[src/rtl/nand_erase_pkg.sv]
// Shared opcodes and state encoding for the NAND block erase sequencer.
package nand_erase_pkg;
    localparam logic [7:0] OP_ERASE_SETUP   = 8'h60;
    localparam logic [7:0] OP_ERASE_CONFIRM = 8'hD0;
    localparam logic [7:0] OP_READ_STATUS   = 8'h70;
    localparam int         RDY_BIT          = 6;
    localparam int         FAIL_BIT         = 0;

    typedef enum logic [3:0] {
        ST_IDLE,
        ST_SETUP,
        ST_ROW,
        ST_CONF,
        ST_PCMD,
        ST_PRD,
        ST_PWAIT,
        ST_SCMD,
        ST_SRD
    } erase_state_t;
endpackage

[src/rtl/nand_row_sel.sv]
// Row byte selector: gives the number of row bytes for the page class and
// address-cycle count, and picks one byte of the row, least significant first.
// Assumes the row fits in 32 bits.
module nand_row_sel (
    input  logic [31:0] row,
    input  logic [1:0]  idx,
    input  logic        large_page,
    input  logic [2:0]  addr_cycles,
    output logic [1:0]  last_idx,
    output logic [7:0]  row_byte
);
    // Row byte count from page class and cycle count, minus one.
    always_comb begin
        if (large_page)
            last_idx = (addr_cycles >= 3'd5) ? 2'd2 : 2'd1;
        else if (addr_cycles >= 3'd5)
            last_idx = 2'd3;
        else if (addr_cycles >= 3'd4)
            last_idx = 2'd2;
        else
            last_idx = 2'd1;
    end

    // Byte lane pick.
    always_comb begin
        row_byte = row[8*idx +: 8];
    end
endmodule

[src/rtl/nand_wait_timer.sv]
// Ready-wait timing: a unit countdown between polling reads and a count of
// polling reads against the budget. Assumes load and dec never coincide.
module nand_wait_timer #(
    parameter int UNIT_W      = 16,
    parameter int WAIT_BUDGET = 1000,
    localparam int POLL_W     = $clog2(WAIT_BUDGET + 1) + 1
) (
    input  logic              clk,
    input  logic              rst_n,
    input  logic              load,
    input  logic              dec,
    input  logic [UNIT_W-1:0] unit_cycles,
    input  logic              clr_poll,
    input  logic              inc_poll,
    output logic              wait_done,
    output logic              poll_last
);
    logic [UNIT_W-1:0] cnt;
    logic [POLL_W-1:0] polls;

    // Unit countdown; a zero unit is stretched to one cycle.
    always_ff @(posedge clk) begin
        if (!rst_n)
            cnt <= '0;
        else if (load)
            cnt <= (unit_cycles == '0) ? UNIT_W'(1) : unit_cycles;
        else if (dec && cnt != '0)
            cnt <= cnt - UNIT_W'(1);
    end

    // Polling read counter for the current block.
    always_ff @(posedge clk) begin
        if (!rst_n || clr_poll)
            polls <= '0;
        else if (inc_poll)
            polls <= polls + POLL_W'(1);
    end

    assign wait_done = (cnt <= UNIT_W'(1));
    assign poll_last = (polls == POLL_W'(WAIT_BUDGET));
endmodule

[src/rtl/nand_erase_seq.sv]
// NAND block erase sequencer. Walks first_blk..last_blk, issuing per block:
// setup command, row bytes, confirm command, status command, polling reads
// until ready, status command, final status read. Assumes the configuration
// inputs stay stable while busy and that one bus cycle takes one clock.
module nand_erase_seq
    import nand_erase_pkg::*;
#(
    parameter int BLK_W       = 12,
    parameter int PPB_W       = 9,
    parameter int UNIT_W      = 16,
    parameter int WAIT_BUDGET = 1000,
    localparam int PROD_W     = BLK_W + PPB_W
) (
    input  logic              clk,
    input  logic              rst_n,
    input  logic              start,
    input  logic [BLK_W-1:0]  first_blk,
    input  logic [BLK_W-1:0]  last_blk,
    input  logic [BLK_W-1:0]  num_blocks,
    input  logic              large_page,
    input  logic [2:0]        addr_cycles,
    input  logic [PPB_W-1:0]  pages_per_blk,
    input  logic [UNIT_W-1:0] unit_cycles,
    input  logic [7:0]        bus_in,
    output logic              cmd_stb,
    output logic              adr_stb,
    output logic              rd_stb,
    output logic [7:0]        bus_out,
    output logic              busy,
    output logic              done,
    output logic              res_valid,
    output logic [BLK_W-1:0]  res_blk,
    output logic              res_fail,
    output logic [7:0]        res_status,
    output logic              any_fail,
    output logic              err_timeout,
    output logic              err_args
);
    erase_state_t       state;
    logic [BLK_W-1:0]   blk;
    logic [1:0]         byte_i;
    logic [PROD_W-1:0]  row_full;
    logic [31:0]        row32;
    logic [1:0]         last_idx;
    logic [7:0]         row_byte;
    logic               wait_done;
    logic               poll_last;
    logic               poll_miss;

    // First page row of the current block.
    always_comb begin
        row_full = PROD_W'(blk) * PROD_W'(pages_per_blk);
        row32    = 32'(row_full);
    end

    nand_row_sel u_row (
        .row         (row32),
        .idx         (byte_i),
        .large_page  (large_page),
        .addr_cycles (addr_cycles),
        .last_idx    (last_idx),
        .row_byte    (row_byte)
    );

    assign poll_miss = (state == ST_PRD) && !bus_in[RDY_BIT];

    nand_wait_timer #(
        .UNIT_W      (UNIT_W),
        .WAIT_BUDGET (WAIT_BUDGET)
    ) u_wait (
        .clk         (clk),
        .rst_n       (rst_n),
        .load        (poll_miss && !poll_last),
        .dec         (state == ST_PWAIT),
        .unit_cycles (unit_cycles),
        .clr_poll    (state == ST_PCMD),
        .inc_poll    (poll_miss && !poll_last),
        .wait_done   (wait_done),
        .poll_last   (poll_last)
    );

    // Bus strobes and byte for the current state.
    always_comb begin
        cmd_stb = 1'b0;
        adr_stb = 1'b0;
        rd_stb  = 1'b0;
        bus_out = 8'h00;
        case (state)
            ST_SETUP: begin cmd_stb = 1'b1; bus_out = OP_ERASE_SETUP;   end
            ST_ROW:   begin adr_stb = 1'b1; bus_out = row_byte;         end
            ST_CONF:  begin cmd_stb = 1'b1; bus_out = OP_ERASE_CONFIRM; end
            ST_PCMD,
            ST_SCMD:  begin cmd_stb = 1'b1; bus_out = OP_READ_STATUS;   end
            ST_PRD,
            ST_SRD:   rd_stb = 1'b1;
            default:  ;
        endcase
    end

    assign busy = (state != ST_IDLE);

    // Sequencer state, block walk, results and error flags.
    always_ff @(posedge clk) begin
        if (!rst_n) begin
            state       <= ST_IDLE;
            blk         <= '0;
            byte_i      <= '0;
            done        <= 1'b0;
            res_valid   <= 1'b0;
            res_blk     <= '0;
            res_fail    <= 1'b0;
            res_status  <= '0;
            any_fail    <= 1'b0;
            err_timeout <= 1'b0;
            err_args    <= 1'b0;
        end else begin
            done      <= 1'b0;
            res_valid <= 1'b0;
            case (state)
                ST_IDLE: if (start) begin
                    err_args    <= 1'b0;
                    err_timeout <= 1'b0;
                    any_fail    <= 1'b0;
                    if (last_blk > num_blocks) begin
                        err_args <= 1'b1;
                        done     <= 1'b1;
                    end else if (first_blk > last_blk) begin
                        done <= 1'b1;
                    end else begin
                        blk   <= first_blk;
                        state <= ST_SETUP;
                    end
                end
                ST_SETUP: begin
                    byte_i <= '0;
                    state  <= ST_ROW;
                end
                ST_ROW: begin
                    if (byte_i == last_idx)
                        state <= ST_CONF;
                    else
                        byte_i <= byte_i + 2'd1;
                end
                ST_CONF:  state <= ST_PCMD;
                ST_PCMD:  state <= ST_PRD;
                ST_PRD: begin
                    if (bus_in[RDY_BIT])
                        state <= ST_SCMD;
                    else if (poll_last) begin
                        err_timeout <= 1'b1;
                        done        <= 1'b1;
                        state       <= ST_IDLE;
                    end else
                        state <= ST_PWAIT;
                end
                ST_PWAIT: if (wait_done) state <= ST_PRD;
                ST_SCMD:  state <= ST_SRD;
                ST_SRD: begin
                    res_valid  <= 1'b1;
                    res_blk    <= blk;
                    res_fail   <= bus_in[FAIL_BIT];
                    res_status <= bus_in;
                    if (bus_in[FAIL_BIT])
                        any_fail <= 1'b1;
                    if (blk == last_blk) begin
                        done  <= 1'b1;
                        state <= ST_IDLE;
                    end else begin
                        blk   <= blk + BLK_W'(1);
                        state <= ST_SETUP;
                    end
                end
                default: state <= ST_IDLE;
            endcase
        end
    end
endmodule

[config.mk]
export PLATFORM = sky130hd
export DESIGN_NAME = nand_erase_seq
export DESIGN_NICKNAME = d
export VERILOG_FILES = /design/src/rtl/nand_erase_pkg.sv /design/src/rtl/nand_row_sel.sv /design/src/rtl/nand_wait_timer.sv /design/src/rtl/nand_erase_seq.sv
export SDC_FILE = /design/constraint.sdc
export NUM_CORES = 1
export LEC_CHECK = 0
export ABC_AREA = 1
export BUFFER_PORTS_ARGS = -buffer_cell sky130_fd_sc_hd__buf_2
export CAP_MARGIN = 15
export CELL_PAD_IN_SITES_DETAIL_PLACEMENT = 0
export CELL_PAD_IN_SITES_GLOBAL_PLACEMENT = 1
export CORE_MARGIN = 10
export CORE_UTILIZATION = 42
export CTS_CLUSTER_SIZE = 40
export DETAILED_ROUTE_END_ITERATION = 10
export PLACE_DENSITY_LB_ADDON = 0.15
export REMOVE_ABC_BUFFERS = 1
export SYNTH_ARGS = -nofsm -noshare
export SYNTH_HDL_FRONTEND = slang
export SYNTH_SLANG_ARGS = --single-unit
export TNS_END_PERCENT = 50
[constraint.sdc]
create_clock -name clk -period 6.9 [get_ports clk]
set_input_delay 1.38 -clock clk [delete_from_list [all_inputs] [get_ports clk]]
set_output_delay 1.38 -clock clk [all_outputs]
set_load 0.01 [all_outputs]
# --- Word level (Yosys, flattened, before mapping) ---
# Cells that the tools add are included.
classes:
  add_sub_neg: 4
  multipliers: 1
  magnitude_cmp: 5
  n_eq_ne: 21
  shift: 1
  n_mux: 42
  n_reduce_logical: 24
ops:
  columns: ["cell", "count"]
  rows:
  - ["12-bit 2-to-1 mux", 4]
  - ["16-bit 2-to-1 mux", 3]
  - ["4-bit one-hot mux with 9 select lines", 1]
  - ["8-bit one-hot mux with 4 select lines", 1]
  - ["32-bit by 6-bit indexed part select with 8-bit output", 1]
  - ["12-bit greater-than comparator", 2]
  - ["12-bit one-hot mux with 2 select lines", 1]
  - ["12-bit by 9-bit multiplier with 21-bit output", 1]
  - ["4-bit 2-to-1 mux", 5]
  - ["2-bit inequality test (second input constant)", 10]
  - ["4-bit by 3-bit == test with 1-bit output (second input constant)", 4]
  - ["16-bit by 1-bit less-or-equal comparator with 1-bit output (second input constant)", 1]
  - ["16-bit zero test", 1]
  - ["1-bit 2-to-1 mux", 16]
  - ["16-bit nonzero test", 1]
  - ["16-bit by 1-bit subtractor with 16-bit output (second input constant)", 1]
  - ["12-bit by 1-bit adder with 12-bit output (second input constant)", 1]
  - ["12-bit == test", 1]
  - ["11-bit by 1-bit adder with 11-bit output (second input constant)", 1]
  - ["11-bit by 10-bit == test with 1-bit output (second input constant)", 1]
  - ["2-bit 2-to-1 mux", 5]
  - ["5-bit AND reduction", 2]
  - ["4-bit by 2-bit == test with 1-bit output (second input constant)", 2]
  - ["2-bit nonzero test", 4]
  - ["other kinds (19)", 28]
totals:
  reg_bits: 71
  input_bits: 76
  elab_cells: 111

# --- Depth between registers and ports, before layout ---
# Gate-level depths: netlist of the first run.
logic_depth:
  ltp_word: 7
  mapped_depth: 23
  ltp_nobuf: 22

# --- Modules after synthesis ---
# From an unflattened synthesis of the first run, not the netlist that was laid out.
hier_totals:
  cells_unflattened: 1372
  hier_area_um2: 8763.4
by_module_without_submodules:
  columns: ["mod", "instances", "cells_per_inst", "area_each_um2", "seq_area_each_um2"]
  rows:
  - ["nand_erase_seq", 1, 965, 6520.0, 860.8]
  - ["nand_wait_timer", 1, 304, 1813.0, 540.5]
  - ["nand_row_sel", 1, 103, 430.4, 0.0]

# --- Worst setup path before layout of the first run ---
# OpenSTA, ideal clock, no wires.
synth_timing:
  path_kind: "input-to-output"
  start: "input pages_per_blk[8]"
  end: "output bus_out[1]"
  t_arrival_ps: 5153
  t_required_ps: 5520
  path_slack_ps: 367
  path_stages: 19
  cell_sequence: "clkbuf_1 > nand2_1 > fa_1 > fa_1 > inv_1 > fa_1 > inv_1 > fa_1 > inv_1 > ha_1 > nand2_1 > inv_1 > a21oi_1 > inv_1 > or2_2 > nand3_1 > nand2_1 > nand2_1 > a21oi_1"
synth_via:
  elab_chain_cells: 3
synth_rtl:
  columns: ["item", "line", "text"]
  rows:
  - ["start, declared", "nand_erase_seq.sv:22", "input logic [PPB_W-1:0] pages_per_blk,"]
  - ["12-bit by 9-bit multiplier with 21-bit output", "nand_erase_seq.sv:52", "row_full = PROD_W'(blk) * PROD_W'(pages_per_blk);"]
  - ["32-bit by 6-bit indexed part select with 8-bit output", "nand_row_sel.sv:26", "row_byte = row[8*idx +: 8];"]
  - ["8-bit one-hot mux with 4 select lines", "nand_erase_seq.sv:88", "case (state)"]
  - ["end, declared", "nand_erase_seq.sv:28", "output logic [7:0] bus_out,"]
# Every way passes these cells.

# --- Worst setup path in the final report of the first run ---
layout_timing:
  start: "input pages_per_blk[8]"
  end: "output bus_out[3]"
# The elaborated chain is that of the path after synthesis.

==> results.txt, run 1 <==
Outcome -> finished, final reports clean
Critical path capture point type -> primary output
Die X -> 163 um
Num rows -> 52
Hpwl dp -> 19400 um
Req. time, crit path -> 5.52 ns
WS Path Type -> input pin to primary output
Final hold slack -> 0.451 ns
Pin count of the biggest net entering global routing -> 47
Vias in the first global route -> 8490
Hold Buf Count CTS -> 0
Worst-path clk slew -> 0.06 ns
Clock share of power -> 23.6%
Slack of the critical path -> 0.203 ns
First-pass GRT wire length -> 40800 um
F_max -> 149 MHz
Ys async rst share -> 0%
Leak -> 5.47 nW
CTS buffer count -> 9
Core area -> 20200 um2
Internal -> 0.00121 W
Syn avg cell area -> 6.59 um2
Placer congestion estimate -> 0.848
Starting density of the core -> 42.5%
Netlist cell types -> 46
Crit path from -> pages_per_blk[8]
Post-Syn Area -> 8560 um2
Worst R2R Start -> state[0]
Antenna Violating Nets Remaining -> 0
Final WL -> 24300 um
Synth Register Bits -> 70
Startpoint types -> input pin
CTS tree -> done
Max_slew headroom -> 47.8%
Layout cells sized above 1 -> 16.0%
RSZ-0062 raised after global routing -> true
Critical Path AT -> 5.32 ns
Synth-to-layout area growth -> 15.9%
Final setup vio count -> 0
GRT Overall Usage -> 18.7%
Fin crit period -> 6.70 ns
Maximum vdd drop -> 124 uV
Clk sinks -> 70
Ys Warns -> 0
Sw Ratio -> 43.8%
Number of synthesized flops with an enable pin -> 0
Fin. max-slew vios -> 0
Post-Syn Instances -> 1300
Root Driver -> clkbuf_16
Fin. Hold Viols -> 0
Sw power -> 0.000942 W
MaxCap Viol Count -> 0
PD cells -> 217 nW/um2
Die H -> 163 um
Die area -> 26500 um2
Clk_lat worst skew -> 0.35 ns
Layout Skew -> 0.0103 ns
Sequential area share after synthesis -> 16.4%
Initial antenna violation count -> 2
Number of vias per cell -> 4.81
Initial DRC count -> 368
Port bufs -> 113
Layout Nets -> 1615
DRC viols -> 0
Final worst path period share -> 97.1%
Critical hold path startpoint -> err_timeout
Crit Path Max Fanout -> 7
Ys flop type -> dfxtp_1
Htree depth -> 3
Grt ovf -> 0
WL/cell -> 14.5 um
Seq pwr share -> 22.2%
DR vias -> 8065
Hold crit path type -> flop to flop
I/O Pins -> 114
Setup slack after placement -> 0.0320 ns
First-pass DRT Iterations -> 5
Clock buffer depth -> 2
Worst-margin pin slew -> 0.775 ns
Comb pwr share -> 54.2%
kinds of logic after synthesis:
family	Yosys count	share of synthesized area [%]
and+or+nand+nor	584	29.5
buffers and inverters	318	14.7
AOI/OAI and AO/OA	168	10.7
adders and majority gates	141	26.8
DFF	70	16.4
xor gates and xnor gates	18	1.84
muxes	1	0.117
power by group through the flow:
| stage | clock, W | combinational (W) | sequential [W] |
|---|---|---|---|
| after global routing | 0.000533 | 0.00135 | 0.000483 |
| final | 0.000507 | 0.00117 | 0.000478 |
| after detailed placement | 0 | 0.00104 | 0.000486 |
| after global placement | 0 | 0.00103 | 0.000487 |
| after floorplan | 0 | 0.000704 | 0.000470 |
| after CTS | 0.000521 | 0.00104 | 0.000477 |
Yosys cell counts, types with 5 or more instances:
cell        n  area [um2]
a21oi_1    74         370
a31oi_1     5        31.3
buf_2       8        40.0
buf_6       5        56.3
clkbuf_1   27         101
dfxtp_1    70        1400
fa_1       71        1420
ha_1       70         876
inv_1     261         980
inv_2      11        41.3
nand2_1   355        1330
nand3_1    53         265
nand3_2     5        50.1
nand3b_1    5        37.5
nand4_1    11        68.8
nor2_1    110         413
nor3_1     15        75.1
nor4_1      5        31.3
o211ai_1    6        45.0
o21ai_0    57         285
o21ai_1     7        35.0
xnor2_1     8        70.1
xor2_1     10        87.6
layout by cell type, fill, tap and decap left out, types with 10 or more instances in the layout:
cell,synthesis,routed
nand2_1,355,346
inv_1,261,261
nor2_1,110,109
buf_2,8,105
dfxtp_1,70,70
fa_1,71,68
a21oi_1,74,64
ha_1,70,62
o21ai_0,57,52
nand3_1,53,51
buf_4,3,22
nor3_1,15,15
a21oi_2,2,12
inv_2,11,11
nand2_2,2,11
o21ai_1,7,11
nand4_1,11,11
xor2_1,10,10
flip-flops by register name, indices dropped and copies added (netlist names):
signal,cells
u_wait.cnt,16
err_args,1
res_status,8
err_timeout,1
res_valid,1
res_blk,12
blk,12
byte_i,2
u_wait.polls,11
any_fail,1
state,4
done,1
through the flow:
stage / power (W) / util, % / instance area (um2) / std cells / setup TNS (ns)
after CTS: 0.00204 / 48.1 / 9700 / 1673 / 0
after global routing: 0.00236 / 49.2 / 9920 / 1673 / -0.0292
after global placement: 0.00152 / 46.5 / 9380 / 1657 / 0
after floorplan: 0.00117 / - / 8340 / 1255 / 0
final: 0.00215 / 49.2 / 9920 / 1675 / 0
after detailed placement: 0.00152 / 46.5 / 9380 / 1657 / 0
worst max-delay path, cell delays in order:
cell and delay, ns:
buf_4 0.14, buf_4 0.16, nand2_1 0.06, inv_1 0.06
fa_1 0.56, fa_1 0.45, fa_1 0.55, inv_1 0.06
fa_1 0.53, inv_1 0.06, ha_4 0.29, nand2_1 0.08
o21ai_0 0.28, a21oi_1 0.13, nand3_1 0.10, nand3_1 0.10
a21oi_2 0.18, buf_2 0.15
what timing repair did:
item | 4_1_cts | 5_1_grt
resized for setup | 0 | 60
setup buffers | 0 | 0
endpoints found under the hold margin | 0 | 0
setup endpoints to repair | 0 | 8
cell type report:
type | count | area (um2)
fillers | 2192 | 10200
repair buffers | 132 | 732
clock buffers | 11 | 233
inverters | 273 | 1030
diodes | 2 | 5.00
well taps | 270 | 338
clock inverters | 5 | 83.8
flip-flops and latches | 70 | 1400
multi-input cells | 912 | 6100
final timing paths:
| check | to | slack, ns | cells after the start |
|---|---|---|---|
| worst min-delay path | err_timeout | 0.45 | 2 |
| worst min register to register | err_timeout | 0.45 | 2 |
| worst max-delay path | bus_out[3] | 0.20 | 18 |
| worst max register to register | blk[3] | 4.17 | 9 |
layer usage:
metal | GRT usage (%) | share of wire [%] | vias to the layer above
met5 | 0 | 0 | -
met2 | 31.9 | 47 | 154
met4 | 5.25 | 1.6 | 0
li1 | - | - | 4192
met3 | 3.72 | 5.2 | 24
met1 | 23.4 | 46 | 3695
Power figures use the tool's default switching activity.
==> inputs of run 2 (changes only) <==
--- a/config.mk
+++ b/config.mk
@@ -16,6 +16,7 @@
 export DETAILED_ROUTE_END_ITERATION = 10
 export PLACE_DENSITY_LB_ADDON = 0.15
 export REMOVE_ABC_BUFFERS = 1
+export SETUP_SLACK_MARGIN = 0.5
 export SYNTH_ARGS = -nofsm -noshare
 export SYNTH_HDL_FRONTEND = slang
 export SYNTH_SLANG_ARGS = --single-unit
==> run 2 against run 1 <==
Effect of this change:
- sequential power increased by 0.8%
- die area did not move
- critical endpoint is now bus_out[0]
- combinational power up 27%
- critical path depth rose by 1
- clock skew is essentially flat
- flip-flop and latch count unchanged
- global-route usage rose by 0.39 points
- power increased by 15%
- via count rose by 1.8%
- register-to-register slack barely moved
==> results.txt, run 2 (synthesis gave the netlist of run 1 again) <==
WS Path Type -> input pin to primary output
CP max stage delay -> 0.55 ns (about the same)
Layout Nets -> 1631 (+0.99%)
Clk sinks -> 70 (unchanged)
Grt ovf -> 0 (unchanged)
Initial antenna violation count -> 2 (unchanged)
Layout cells sized above 1 -> 22.3% (+6.3 points)
Max_slew headroom -> 46.8% (-0.98 points)
Clk_lat worst skew -> 0.34 ns (about the same)
Critical hold path startpoint -> err_timeout
Fin. max-slew vios -> 0 (unchanged)
PD cells -> 237 nW/um2 (+9.2%)
Placer congestion estimate -> 0.848 (unchanged)
CTS buffer count -> 9 (unchanged)
Fin crit period -> 6.54 ns (-0.159 ns)
Crit path from -> pages_per_blk[0]
DR vias -> 8213 (+1.8%)
Max reg flops -> 16 (unchanged)
Hold crit path type -> flop to flop
Synth-to-layout area growth -> 22.3%
First-pass DRT Iterations -> 5 (unchanged)
Crit Path Max Fanout -> 6 (-1)
Maximum vdd drop -> 152 uV (+23%)
Vias in the first global route -> 8628 (+1.6%)
DRC viols -> 0 (unchanged)
Num rows -> 52 (unchanged)
Critical path capture point type -> primary output
Finished Layout Cells -> 1691 (+0.96%)
Core area -> 20200 um2 (unchanged)
Startpoint types -> input pin
Htree depth -> 3 (unchanged)
MaxCap Viol Count -> 0 (unchanged)
Outcome -> finished, final reports clean
CTS tree -> done
Most frequent cells in the layout -> nand2_1, inv_1, nor2_1, buf_2, dfxtp_1
Reg with most FFs -> u_wait.cnt
DP Cell Count -> 1657 (unchanged)
Hold Buf Count CTS -> 0 (unchanged)
Root Driver -> clkbuf_16
Starting density of the core -> 42.5% (unchanged)
Req. time, crit path -> 5.52 ns (about the same)
Final setup vio count -> 0 (unchanged)
Layout Skew -> 0.00986 ns (-0.000417 ns)
CP max stage cell -> fa_1
Most common cell after layout, fill and taps aside -> nand2_1
Critical Path AT -> 5.16 ns (-0.16 ns)
Die X -> 163 um (unchanged)
Final WL -> 25000 um (+3.1%)
Pin count of the biggest net entering global routing -> 47 (unchanged)
Fin. Hold Viols -> 0 (unchanged)
Leak -> 5.65 nW (+3.3%)
First-pass GRT wire length -> 41600 um (+1.8%)
Most used cell along the critical path -> fa_1
Worst R2R Start -> state[0]
WL/cell -> 14.8 um (+2.1%)
F_max -> 153 MHz (+2.4%)
Number of vias per cell -> 4.86 (+0.87%)
Worst-path clk slew -> 0.06 ns (about the same)
I/O Pins -> 114 (unchanged)
Die H -> 163 um (unchanged)
Registers with the most flip-flops -> u_wait.cnt x16, blk x12, res_blk x12
Worst path buffer plus inverter count -> 5 (-1)
Port bufs -> 113 (unchanged)
GRT Overall Usage -> 19.1% (+0.39 points)
Final worst path period share -> 94.8% (-2.3 points)
Hpwl dp -> 19400 um (unchanged)
Crit-path cells -> buf_12, nand2_4, fa_1, inv_1, fa_1, fa_1, inv_2, fa_1, inv_2, ha_4, nand2_2, nor2_2, nand3_2, nand2_2, a21oi_2, or2_2, nand3_1, nand2_1, buf_2
Die area -> 26500 um2 (unchanged)
Worst-margin pin slew -> 0.797 ns (+0.0218 ns)
Antenna Violating Nets Remaining -> 0 (unchanged)
Initial DRC count -> 385 (+4.6%)
Post-route setup TNS -> 0 ns (unchanged)
RSZ-0062 raised after global routing -> true
Clock buffer depth -> 2 (unchanged)
Crit path max-delay family -> adder cells
==> run 2: cell types whose count changed in the layout (fill, tap and decap cells not counted), sizes merged <==
cell	delta
clkbuf	-4
buf	+20
==> run 2: cell type report <==
type                    count  area (um2)
flip-flops and latches     70        1400
diodes                      2        5.00
fillers                  2116        9690
clock buffers              11         233
repair buffers            148         976
well taps                 270         338
clock inverters             5        83.8
inverters                 273        1030
multi-input cells         912        6410
==> run 2: worst reg2reg max path, stage by stage (launching register included) <==
cell	delay, ns
dfxtp_1	0.43
nor2_4	0.17
nand3_2	0.54
inv_2	0.80
nand2_1	0.20
nand2_4	0.16
nand2_4	0.11
nand2_1	0.09
nand2_1	0.05
nor2_1	0.10
==> run 2: timing repair <==
action                     CTS  global route
buffers inserted             6            10
pin swaps                   74            43
gates resized for setup    114            68
setup endpoints to repair    8             8
==> run 2: metrics by stage <==
step / area, um2 / total power, W / hold WS [ns] / utilization, % / worst slack [ns]
2_1_floorplan: 8340 / 0.00117 / 0.463 / - / 0.663
3_3_place_gp: 9380 / 0.00152 / 0.436 / 46.5 / 0.0312
3_5_place_dp: 9380 / 0.00152 / 0.439 / 46.5 / 0.0320
4_1_cts: 10200 / 0.00234 / 0.449 / 50.5 / 0.416
5_1_grt: 10500 / 0.00269 / 0.477 / 51.9 / 0.171
6_report: 10500 / 0.00248 / 0.451 / 51.9 / 0.362
==> run 2: where the power goes <==
part | leakage [nW] | internal, W | switching [W]
logic | 4.94 | 0.000649 | 0.000842
clock network | 0.146 | 0.000318 | 0.000190
registers | 0.566 | 0.000422 | 0.0000604
==> run 2: final timing paths <==
| check | endpoint | slack (ns) | cells after the start |
|---|---|---|---|
| max | bus_out[0] | 0.36 | 19 |
| min | err_timeout | 0.45 | 2 |
| max reg2reg | blk[3] | 4.18 | 9 |
| min reg2reg | err_timeout | 0.45 | 2 |
==> run 2: metal layers <==
| layer | global-route usage [%] | vias to the layer above | routed length (um) |
|---|---|---|---|
| met2 | 32.7 | 169 | 11900 |
| met5 | 0 | - | 0 |
| met3 | 3.82 | 29 | 1300 |
| met1 | 23.7 | 3794 | 11400 |
| li1 | - | 4221 | - |
| met4 | 5.57 | 0 | 431 |
